`src/rtl/slot_sel_pkg.sv`:
```
package slot_sel_pkg;

  localparam int unsigned BUS_ADDR_W = 16;

  // Whole I/O region; the on-board memory is never enabled inside it.
  localparam logic [BUS_ADDR_W-1:0] IO_REGION_LO = 16'hC000;
  localparam logic [BUS_ADDR_W-1:0] IO_REGION_HI = 16'hCFFF;

  // Shared expansion-ROM window.
  localparam logic [BUS_ADDR_W-1:0] XROM_LO = 16'hC800;
  localparam logic [BUS_ADDR_W-1:0] XROM_HI = 16'hCFFF;

  // Register windows are numbered from slot index plus this offset.
  localparam int unsigned REG_WIN_OFFSET = 8;
  localparam int unsigned PAGE_SHIFT     = 8;
  localparam int unsigned WIN_SHIFT      = 4;

  function automatic logic [BUS_ADDR_W-1:0] page_lo(input int unsigned slot);
    return IO_REGION_LO + BUS_ADDR_W'(slot << PAGE_SHIFT);
  endfunction

  function automatic logic [BUS_ADDR_W-1:0] page_hi(input int unsigned slot);
    return page_lo(slot) + BUS_ADDR_W'((1 << PAGE_SHIFT) - 1);
  endfunction

  function automatic logic [BUS_ADDR_W-1:0] win_lo(input int unsigned slot);
    return IO_REGION_LO + BUS_ADDR_W'((slot + REG_WIN_OFFSET) << WIN_SHIFT);
  endfunction

  function automatic logic [BUS_ADDR_W-1:0] win_hi(input int unsigned slot);
    return win_lo(slot) + BUS_ADDR_W'((1 << WIN_SHIFT) - 1);
  endfunction

endpackage

```
`src/rtl/rst_release_sync.sv`:
```
module rst_release_sync #(
  parameter int unsigned STAGES = 2
) (
  input  logic clk,
  input  logic arst_n,
  output logic srst_n
);

  logic [STAGES-1:0] sync_q;
  logic [STAGES-1:0] sync_d;

  always_comb begin
    sync_d = {sync_q[STAGES-2:0], 1'b1};
  end

  always_ff @(posedge clk or negedge arst_n) begin
    if (!arst_n) begin
      sync_q <= '0;
    end else begin
      sync_q <= sync_d;
    end
  end

  assign srst_n = sync_q[STAGES-1];

endmodule

```
`src/rtl/slot_addr_decode.sv`:
```
module slot_addr_decode
  import slot_sel_pkg::*;
#(
  parameter int unsigned NUM_SLOTS = 7,
  parameter int unsigned ADDR_W    = BUS_ADDR_W
) (
  input  logic                 clk,
  input  logic                 rst_n,
  input  logic [ADDR_W-1:0]    addr,
  input  logic                 phi0,
  output logic [NUM_SLOTS-1:0] io_sel_n,
  output logic [NUM_SLOTS-1:0] dev_sel_n,
  output logic                 io_strobe_n,
  output logic                 in_io_region
);

  logic [NUM_SLOTS-1:0] page_hit;
  logic [NUM_SLOTS-1:0] win_hit;
  logic                 xrom_hit;

  // One comparator pair per slot for each window kind.
  for (genvar s = 0; s < NUM_SLOTS; s++) begin : g_slot
    localparam int unsigned       SLOT_IDX = s + 1;
    localparam logic [ADDR_W-1:0] P_LO = ADDR_W'(page_lo(SLOT_IDX));
    localparam logic [ADDR_W-1:0] P_HI = ADDR_W'(page_hi(SLOT_IDX));
    localparam logic [ADDR_W-1:0] W_LO = ADDR_W'(win_lo(SLOT_IDX));
    localparam logic [ADDR_W-1:0] W_HI = ADDR_W'(win_hi(SLOT_IDX));

    assign page_hit[s] = (addr >= P_LO) && (addr <= P_HI);
    assign win_hit[s]  = (addr >= W_LO) && (addr <= W_HI);
  end

  assign xrom_hit     = (addr >= ADDR_W'(XROM_LO)) && (addr <= ADDR_W'(XROM_HI));
  assign in_io_region = (addr >= ADDR_W'(IO_REGION_LO)) && (addr <= ADDR_W'(IO_REGION_HI));

  // Phase-0 gating of every select.
  always_comb begin
    io_sel_n    = ~(page_hit & {NUM_SLOTS{phi0}});
    dev_sel_n   = ~(win_hit  & {NUM_SLOTS{phi0}});
    io_strobe_n = ~(xrom_hit & phi0);
  end

  p_idle_high_r1: assert property (@(posedge clk) disable iff (!rst_n)
    !phi0 |-> (&io_sel_n) && (&dev_sel_n) && io_strobe_n);

  p_page_onehot_r3: assert property (@(posedge clk) disable iff (!rst_n)
    $onehot0(~io_sel_n));

  p_page_c0_quiet_r3: assert property (@(posedge clk) disable iff (!rst_n)
    (addr[ADDR_W-1:8] == 8'hC0) |-> (&io_sel_n));

  p_win_vs_page_r4: assert property (@(posedge clk) disable iff (!rst_n)
    !(&dev_sel_n) |-> (&io_sel_n) && $onehot0(~dev_sel_n));

  p_xrom_in_region_r5: assert property (@(posedge clk) disable iff (!rst_n)
    !io_strobe_n |-> in_io_region && (&io_sel_n));

endmodule

```
`src/rtl/board_mem_gate.sv`:
```
module board_mem_gate (
  input  logic clk,
  input  logic rst_n,
  input  logic phi0,
  input  logic phi1,
  input  logic inh_n,
  input  logic rw,
  input  logic in_io_region,
  output logic mem_en,
  output logic mem_wr
);

  logic inh_keep_q;
  logic inh_keep_d;
  logic sample_en;

  // Clock enable: follow the line only during phase 1.
  assign sample_en = phi1;

  always_comb begin
    inh_keep_d = inh_keep_q;
    if (sample_en) begin
      inh_keep_d = inh_n;
    end
  end

  always_ff @(posedge clk or negedge rst_n) begin
    if (!rst_n) begin
      inh_keep_q <= 1'b1;
    end else begin
      inh_keep_q <= inh_keep_d;
    end
  end

  always_comb begin
    mem_en = phi0 && !in_io_region && inh_keep_q;
    mem_wr = mem_en && !rw;
  end

  p_mem_outside_io_r6: assert property (@(posedge clk) disable iff (!rst_n)
    mem_en |-> !in_io_region && phi0);

  p_inhibit_applies_r7: assert property (@(posedge clk) disable iff (!rst_n)
    ($past(phi1) && !$past(inh_n) && !phi1) |-> !mem_en);

  p_hold_outside_p1_r7: assert property (@(posedge clk) disable iff (!rst_n)
    !phi1 |=> $stable(inh_keep_q));

  p_write_qual_r8: assert property (@(posedge clk) disable iff (!rst_n)
    mem_wr |-> mem_en && !rw);

endmodule

```
`src/rtl/priority_chain.sv`:
```
module priority_chain #(
  parameter int unsigned NUM_SLOTS = 7
) (
  input  logic                 clk,
  input  logic                 rst_n,
  input  logic                 head,
  input  logic [NUM_SLOTS-1:0] req,
  output logic [NUM_SLOTS-1:0] chain_out
);

  logic [NUM_SLOTS-1:0] chain_in;

  for (genvar s = 0; s < NUM_SLOTS; s++) begin : g_link
    if (s == 0) begin : g_first
      assign chain_in[s] = head;
    end else begin : g_next
      assign chain_in[s] = chain_out[s-1];
    end
    assign chain_out[s] = chain_in[s] & ~req[s];
  end

  p_request_blocks_r9: assert property (@(posedge clk) disable iff (!rst_n)
    (req & chain_out) == '0);

  p_head_gates_r9: assert property (@(posedge clk) disable iff (!rst_n)
    !head |-> (chain_out == '0));

  p_single_winner_r9: assert property (@(posedge clk) disable iff (!rst_n)
    $onehot0(req & chain_in));

endmodule

```
`src/rtl/slot_select_decoder.sv`:
```
module slot_select_decoder
  import slot_sel_pkg::*;
#(
  parameter int unsigned NUM_SLOTS = 7,
  parameter int unsigned ADDR_W    = BUS_ADDR_W
) (
  input  logic                 clk,
  input  logic                 rst_n,
  input  logic [ADDR_W-1:0]    addr,
  input  logic                 rw,
  input  logic                 phi0,
  input  logic                 phi1,
  input  logic                 inh_n,
  input  logic [NUM_SLOTS-1:0] int_req,
  input  logic [NUM_SLOTS-1:0] dma_req,
  input  logic                 int_head,
  input  logic                 dma_head,
  output logic [NUM_SLOTS-1:0] io_sel_n,
  output logic [NUM_SLOTS-1:0] dev_sel_n,
  output logic                 io_strobe_n,
  output logic                 mem_en,
  output logic                 mem_wr,
  output logic [NUM_SLOTS-1:0] int_chain_out,
  output logic [NUM_SLOTS-1:0] dma_chain_out
);

  logic srst_n;
  logic in_io_region;

  rst_release_sync #(.STAGES(2)) u_rst (
    .clk    (clk),
    .arst_n (rst_n),
    .srst_n (srst_n)
  );

  slot_addr_decode #(.NUM_SLOTS(NUM_SLOTS), .ADDR_W(ADDR_W)) u_dec (
    .clk          (clk),
    .rst_n        (srst_n),
    .addr         (addr),
    .phi0         (phi0),
    .io_sel_n     (io_sel_n),
    .dev_sel_n    (dev_sel_n),
    .io_strobe_n  (io_strobe_n),
    .in_io_region (in_io_region)
  );

  board_mem_gate u_mem (
    .clk          (clk),
    .rst_n        (srst_n),
    .phi0         (phi0),
    .phi1         (phi1),
    .inh_n        (inh_n),
    .rw           (rw),
    .in_io_region (in_io_region),
    .mem_en       (mem_en),
    .mem_wr       (mem_wr)
  );

  priority_chain #(.NUM_SLOTS(NUM_SLOTS)) u_int_chain (
    .clk       (clk),
    .rst_n     (srst_n),
    .head      (int_head),
    .req       (int_req),
    .chain_out (int_chain_out)
  );

  priority_chain #(.NUM_SLOTS(NUM_SLOTS)) u_dma_chain (
    .clk       (clk),
    .rst_n     (srst_n),
    .head      (dma_head),
    .req       (dma_req),
    .chain_out (dma_chain_out)
  );

endmodule

```
`config.mk`:
```
export PLATFORM = sky130hd
export DESIGN_NAME = slot_select_decoder
export DESIGN_NICKNAME = d
export VERILOG_FILES = /design/src/rtl/slot_sel_pkg.sv /design/src/rtl/rst_release_sync.sv /design/src/rtl/slot_addr_decode.sv /design/src/rtl/board_mem_gate.sv /design/src/rtl/priority_chain.sv /design/src/rtl/slot_select_decoder.sv
export SDC_FILE = /design/constraint.sdc
export NUM_CORES = 1
export LEC_CHECK = 0
export ABC_AREA = 1
export CAP_MARGIN = 20
export CORE_ASPECT_RATIO = 0.7
export CORE_MARGIN = 2
export CORE_UTILIZATION = 26
export DETAILED_ROUTE_END_ITERATION = 6
export GPL_TIMING_DRIVEN = 0
export HOLD_SLACK_MARGIN = 0.06
export PLACE_DENSITY = 0.85
export SLEW_MARGIN = 10
export SYNTH_ARGS = -nofsm -noshare
export SYNTH_HDL_FRONTEND = slang
export SYNTH_SLANG_ARGS = --single-unit
```
`constraint.sdc`:
```
create_clock -name clk -period 1.15 [get_ports clk]
set_input_delay 0.345 -clock clk [delete_from_list [all_inputs] [get_ports clk]]
set_output_delay 0.345 -clock clk [all_outputs]
set_load 0.005 [all_outputs]
```
Yosys cells after proc, flatten, opt, wreduce, memory -nomap -nowiden --
Cells that the tools add are included.
Word-level totals: register bits after elaboration 3, input bits 38, word-level logic and storage cells 88
Operators by class: order comparisons 31, bitwise operators 34, reduce and logical (&&, ||, !) cells 21
Operators with widths (count):
- $ge A16 B16 Y1 const B | 16
- $le A16 B16 Y1 const B | 15
- $logic_and A1 B1 Y1 | 19
- $and A1 B1 Y1 | 15
- $not A1 Y1 | 15
- $and A7 B7 Y7 | 2
- $not A7 Y7 | 2
- $logic_not A1 Y1 | 2

Depth between registers and ports, before layout --
depth after elaboration 8, depth in mapped cells 7, gate-level depth less buffers 7

Cells and area by module --
Synthesis repeated with hierarchy kept, for this count alone.
Unflattened totals: cells, all modules 118, area total of the unflattened synthesis 689.4 µm²
By module, submodules not included:
- slot_addr_decode | instances 1, cells an instance 76, area each 409.1 µm²
- priority_chain | instances 2, cells an instance 16, area each 85.1 µm²
- board_mem_gate | instances 1, cells an instance 7, area each 56.3 µm²
- rst_release_sync | instances 1, cells an instance 3, area each 53.8 µm²

Worst setup path after synthesis --
OpenSTA, ideal clock, no wires.
kind input to output, from input dma_head, to output dma_chain_out[6], arrival time 898 ps, setup slack -93 ps, cell stages on the path 6, buffers on the path 0, cells stage by stage inv_1 nor2_4 nand3_2 nor2_2 nand3_1 nor2_1
Between the ends: word-level cells in the longest chain between the ends 7
Ends and longest elaborated chain:
- start, declared | line slot_select_decoder.sv:17 | input logic dma_head,
- $and A1 B1 Y1 | line priority_chain.sv:19 | assign chain_out[s] = chain_in[s] & ~req[s];
- via dma_chain_out[0] | line slot_select_decoder.sv:24 | output logic [NUM_SLOTS-1:0] dma_chain_out
- $and A1 B1 Y1 (3 in series) | line priority_chain.sv:19
- via dma_chain_out[3] | line slot_select_decoder.sv:24
- $and A1 B1 Y1 (3 in series) | line priority_chain.sv:19
- end, declared | line slot_select_decoder.sv:24
The timed path passes the listed nets, and every way through them passes these cells.

Worst setup path after layout --
from input addr[8], to output dev_sel_n[0]
Between the ends: word-level cells in the longest chain between the ends 4
Ends and longest elaborated chain:
- start, declared | line slot_select_decoder.sv:9 | input logic [ADDR_W-1:0] addr,
- $ge A16 B16 Y1 or $le A16 B16 Y1 (tied branches) | line slot_addr_decode.sv:30 | assign win_hit[s] = (addr >= W_LO) && (addr <= W_HI);
- $logic_and A1 B1 Y1 (*) | line slot_addr_decode.sv:30
- $and A7 B7 Y7 (*) | line slot_addr_decode.sv:39 | dev_sel_n = ~(win_hit & {NUM_SLOTS{phi0}});
- $not A7 Y7 (*) | line slot_addr_decode.sv:39
- end, declared | line slot_select_decoder.sv:19 | output logic [NUM_SLOTS-1:0] dev_sel_n,
Every way passes the cells marked *; elsewhere a longest branch is shown, timed or not.

==> impl_metrics.toml <==
[worst_setup_path]
cp.buffers_inverters = 3
worst-path-max-fanout = 6
reg2reg_end = "u_mem.inh_keep_q"
critical_path_depth_in_cells = 9
timing.critical_path.from_type = "primary input"
endpoint_kind = "primary output"
path_delay_family = "simple AND/OR/NAND/NOR gates"
cp.required_ns = 0.81
cp_slowest_stage_delay_ns = 0.16
timing_worst_setup_path_type = "in2out"
r2r_start = "u_mem.inh_keep_q"
worstPathCellList = "buf_8 -> nor2_4 -> buf_6 -> nand3_4 -> nand2_4 -> nand2_2 -> nor2_1 -> nand2_1 -> buf_2"
crit_path_start = "addr[8]"
setup.reg_to_reg.worst_slack_ns = 0.28
crit_end = "dev_sel_n[0]"
worst-endpoint-arrival_ns = 1.30
timing.critical_path.slowest_stage_cell = "sky130_fd_sc_hd__nor2_4"
rr_worst_depth = 2

[clock_tree]
numClockSinks = 3
clkTransAtPathRegs_ns = 0.04
cts_tree = "built"
cts-root-buf = "sky130_fd_sc_hd__clkbuf_8"
cts-root-to-sink-buffers = 2
cts_hold_buf = 0
clk-insertion-delay-late_ns = 0.22
cts-htree-levels = 1
numCtsBuffers = 3

[global_route]
gr-usage-all-layers_pct = 25.0
grt_first_pass_wirelength_mm = 5.69
grt_pass1_vias = 1200
grt_antenna_before_repair = 0
grt_start_max_net_pins = 8
overflow = 0

[yosys]
post-synth-top-area-fraction_pct = 15.6
synth.distinct_cells = 21
synth_top_cell_by_area = "sky130_fd_sc_hd__inv_1"
ys_seq_elements = 3
async_reset_ff_share_pct = 100
synthesis.instances = 116
synth_enable_flop_cells = 0
synth-warning-count = 0
post_synth_instance_area_um2 = 676
sequential_cell_area_fraction_in_the_yosys_report_pct = 11.3
post_synth_main_area_contributors = "sky130_fd_sc_hd__inv_1, sky130_fd_sc_hd__nand2_1, sky130_fd_sc_hd__nor2_4"
mappedNetlistNets = 154
syn-mean-instance-area_um2 = 5.82
main_flop_type_after_synthesis = "sky130_fd_sc_hd__dfrtp_1"

[final_layout]
area_growth_pct = 176
layout_cells_sized_above_1_pct = 71.0
num_antenna_cells = 0
nNetsFinal = 253
fin_cells = 248
post-route-util_pct = 75.7
postLayoutCellArea_um2 = 1860

[floorplan]
floorplan.io_pins = 69
core_area_um2 = 2460
horizontal_die_dimension_um = 64.9
design.die.area_um2 = 3030
fp.dieH_um = 46.7
rows = 15
initial_core_util_pct = 27.5

[power_and_ir_drop]
total_leakage_power_nw = 0.877
design_power_mw = 0.940
vdd_drop_max_uv = 465
pwr_cell_area_nw_per_um2 = 505

[detailed_routing]
wirelength_mm = 4.32
first_iter_violations = 65
route.detailed.drc = 0
postRouteAntennaNets = 0
firstDrtPassIters = 4
route.detailed.wl_per_inst_um = 17.4
viasPerCell = 5.15
detailroute.via_count = 1278

[placement]
placed_cells_incl_taps = 214
place_congestion = 0.898
dp_hpwl_mm = 2.20
port_buffers = 64
placed_area_um2 = 1410

[status]
status = "finished with violations"
violations = "setup timing"

[hold_path]
worst_hold_path_type = "reg2async"

[sta]
worst_slack_ns = -0.492
achievable-frequency_ghz = 0.609
final_min_period_over_clock_period_pct = 143
finalSetupTns_ns = -8.50
setup_viol = 30
finalClockSkew_ns = 0.00750
setup_repair_after_global_routing_missed_its_margin = "yes"
finalCriticalPeriod_ns = 1.64
final-max-slew-violation-count = 0
finalHoldViolations = 0

[job]
drv_cap = 0
## layer usage
| layer | wire, µm | GRT usage (%) | share of wire, % | vias to the layer above |
|---|---|---|---|---|
| met2 | 2280 | 51.1 | 53 | 87 |
| li1 | - | - | - | 566 |
| met4 | 251 | 9.36 | 5.8 | 0 |
| met5 | 0 | 0 | 0 | - |
| met3 | 321 | 3.91 | 7.4 | 27 |
| met1 | 1470 | 26.5 | 34 | 598 |
## state kept, by name, summed over array words and instances (netlist names)
register,flops
u_mem.inh_keep_q,1
u_rst.sync_q,2
## cell usage in the layout (no fill, tap or decap), drive strengths merged
master         count
nor2              21
dlygate4sd2        5
dfrtp              2
nand2             25
nand3             13
o211ai             1
nor4               1
dfstp              1
clkdlybuf4s50      6
clkbuf             4
o21ai              5
clkdlybuf4s15      5
nand4              9
inv               29
nor3               6
conb               1
buf               79
a21oi              1
## repair_timing
item                                    4_1_cts  5_1_grt
endpoints found under the setup margin       31       31
pin swaps                                    38       24
resized for setup                           286       38
buffers inserted                             28        8
cloned                                        1        0
## per-stage QoR
step	setup slack (ns)	hold slack [ns]
2_1_floorplan	-0.0740	0.0494
3_3_place_gp	-1.25	0.162
3_5_place_dp	-1.29	0.167
4_1_cts	-0.424	0.160
5_1_grt	-0.562	0.171
6_report	-0.492	0.161
## layout make-up
class	instances	area [µm²]
inverters	29	154
clock buffers	4	45.0
plain buffers	1	11.3
multi-input cells	83	684
well taps	34	42.5
fillers	150	597
flip-flops and latches	3	76.3
repair buffers	94	848
## logic make-up (layout without fill, tap and decap cells)
logic type	Yosys count	count (layout)	synth area share, %
buf+inv	30	128	17.6
flops	3	3	11.3
compound gates	7	7	5.55
other cells	1	1	0.555
simple gates	75	75	65.0
## cell usage after synthesis, types with 2 or more instances
cell type and number:
sky130_fd_sc_hd__dfrtp_1 2, sky130_fd_sc_hd__nand4_1 9, sky130_fd_sc_hd__nor3_1 5, sky130_fd_sc_hd__nor2_2 2, sky130_fd_sc_hd__nand3_1 10, sky130_fd_sc_hd__nand2_4 3, sky130_fd_sc_hd__nand2_1 21, sky130_fd_sc_hd__nor2_4 7
sky130_fd_sc_hd__inv_1 28, sky130_fd_sc_hd__o21ai_0 5, sky130_fd_sc_hd__nand3_2 3, sky130_fd_sc_hd__nor2_1 12
## power breakdown
| group | internal [mW] | total [mW] | leakage [nW] | switching, mW |
|---|---|---|---|---|
| Clock | 0.237 | 0.318 | 0.0228 | 0.0810 |
| Combinational | 0.249 | 0.503 | 0.820 | 0.254 |
| Sequential | 0.115 | 0.118 | 0.0338 | 0.00257 |
## how the worst min path moves through the flow
stage                                   to       startpoint
final                     u_mem.inh_keep_q  u_rst.sync_q[1]
after global routing      u_mem.inh_keep_q  u_rst.sync_q[1]
after CTS                 u_mem.inh_keep_q  u_rst.sync_q[1]
after detailed placement  u_mem.inh_keep_q  u_rst.sync_q[1]
after global placement    u_mem.inh_keep_q  u_rst.sync_q[1]
after floorplan            u_rst.sync_q[0]            rst_n
(Power assumes the default switching activity.)
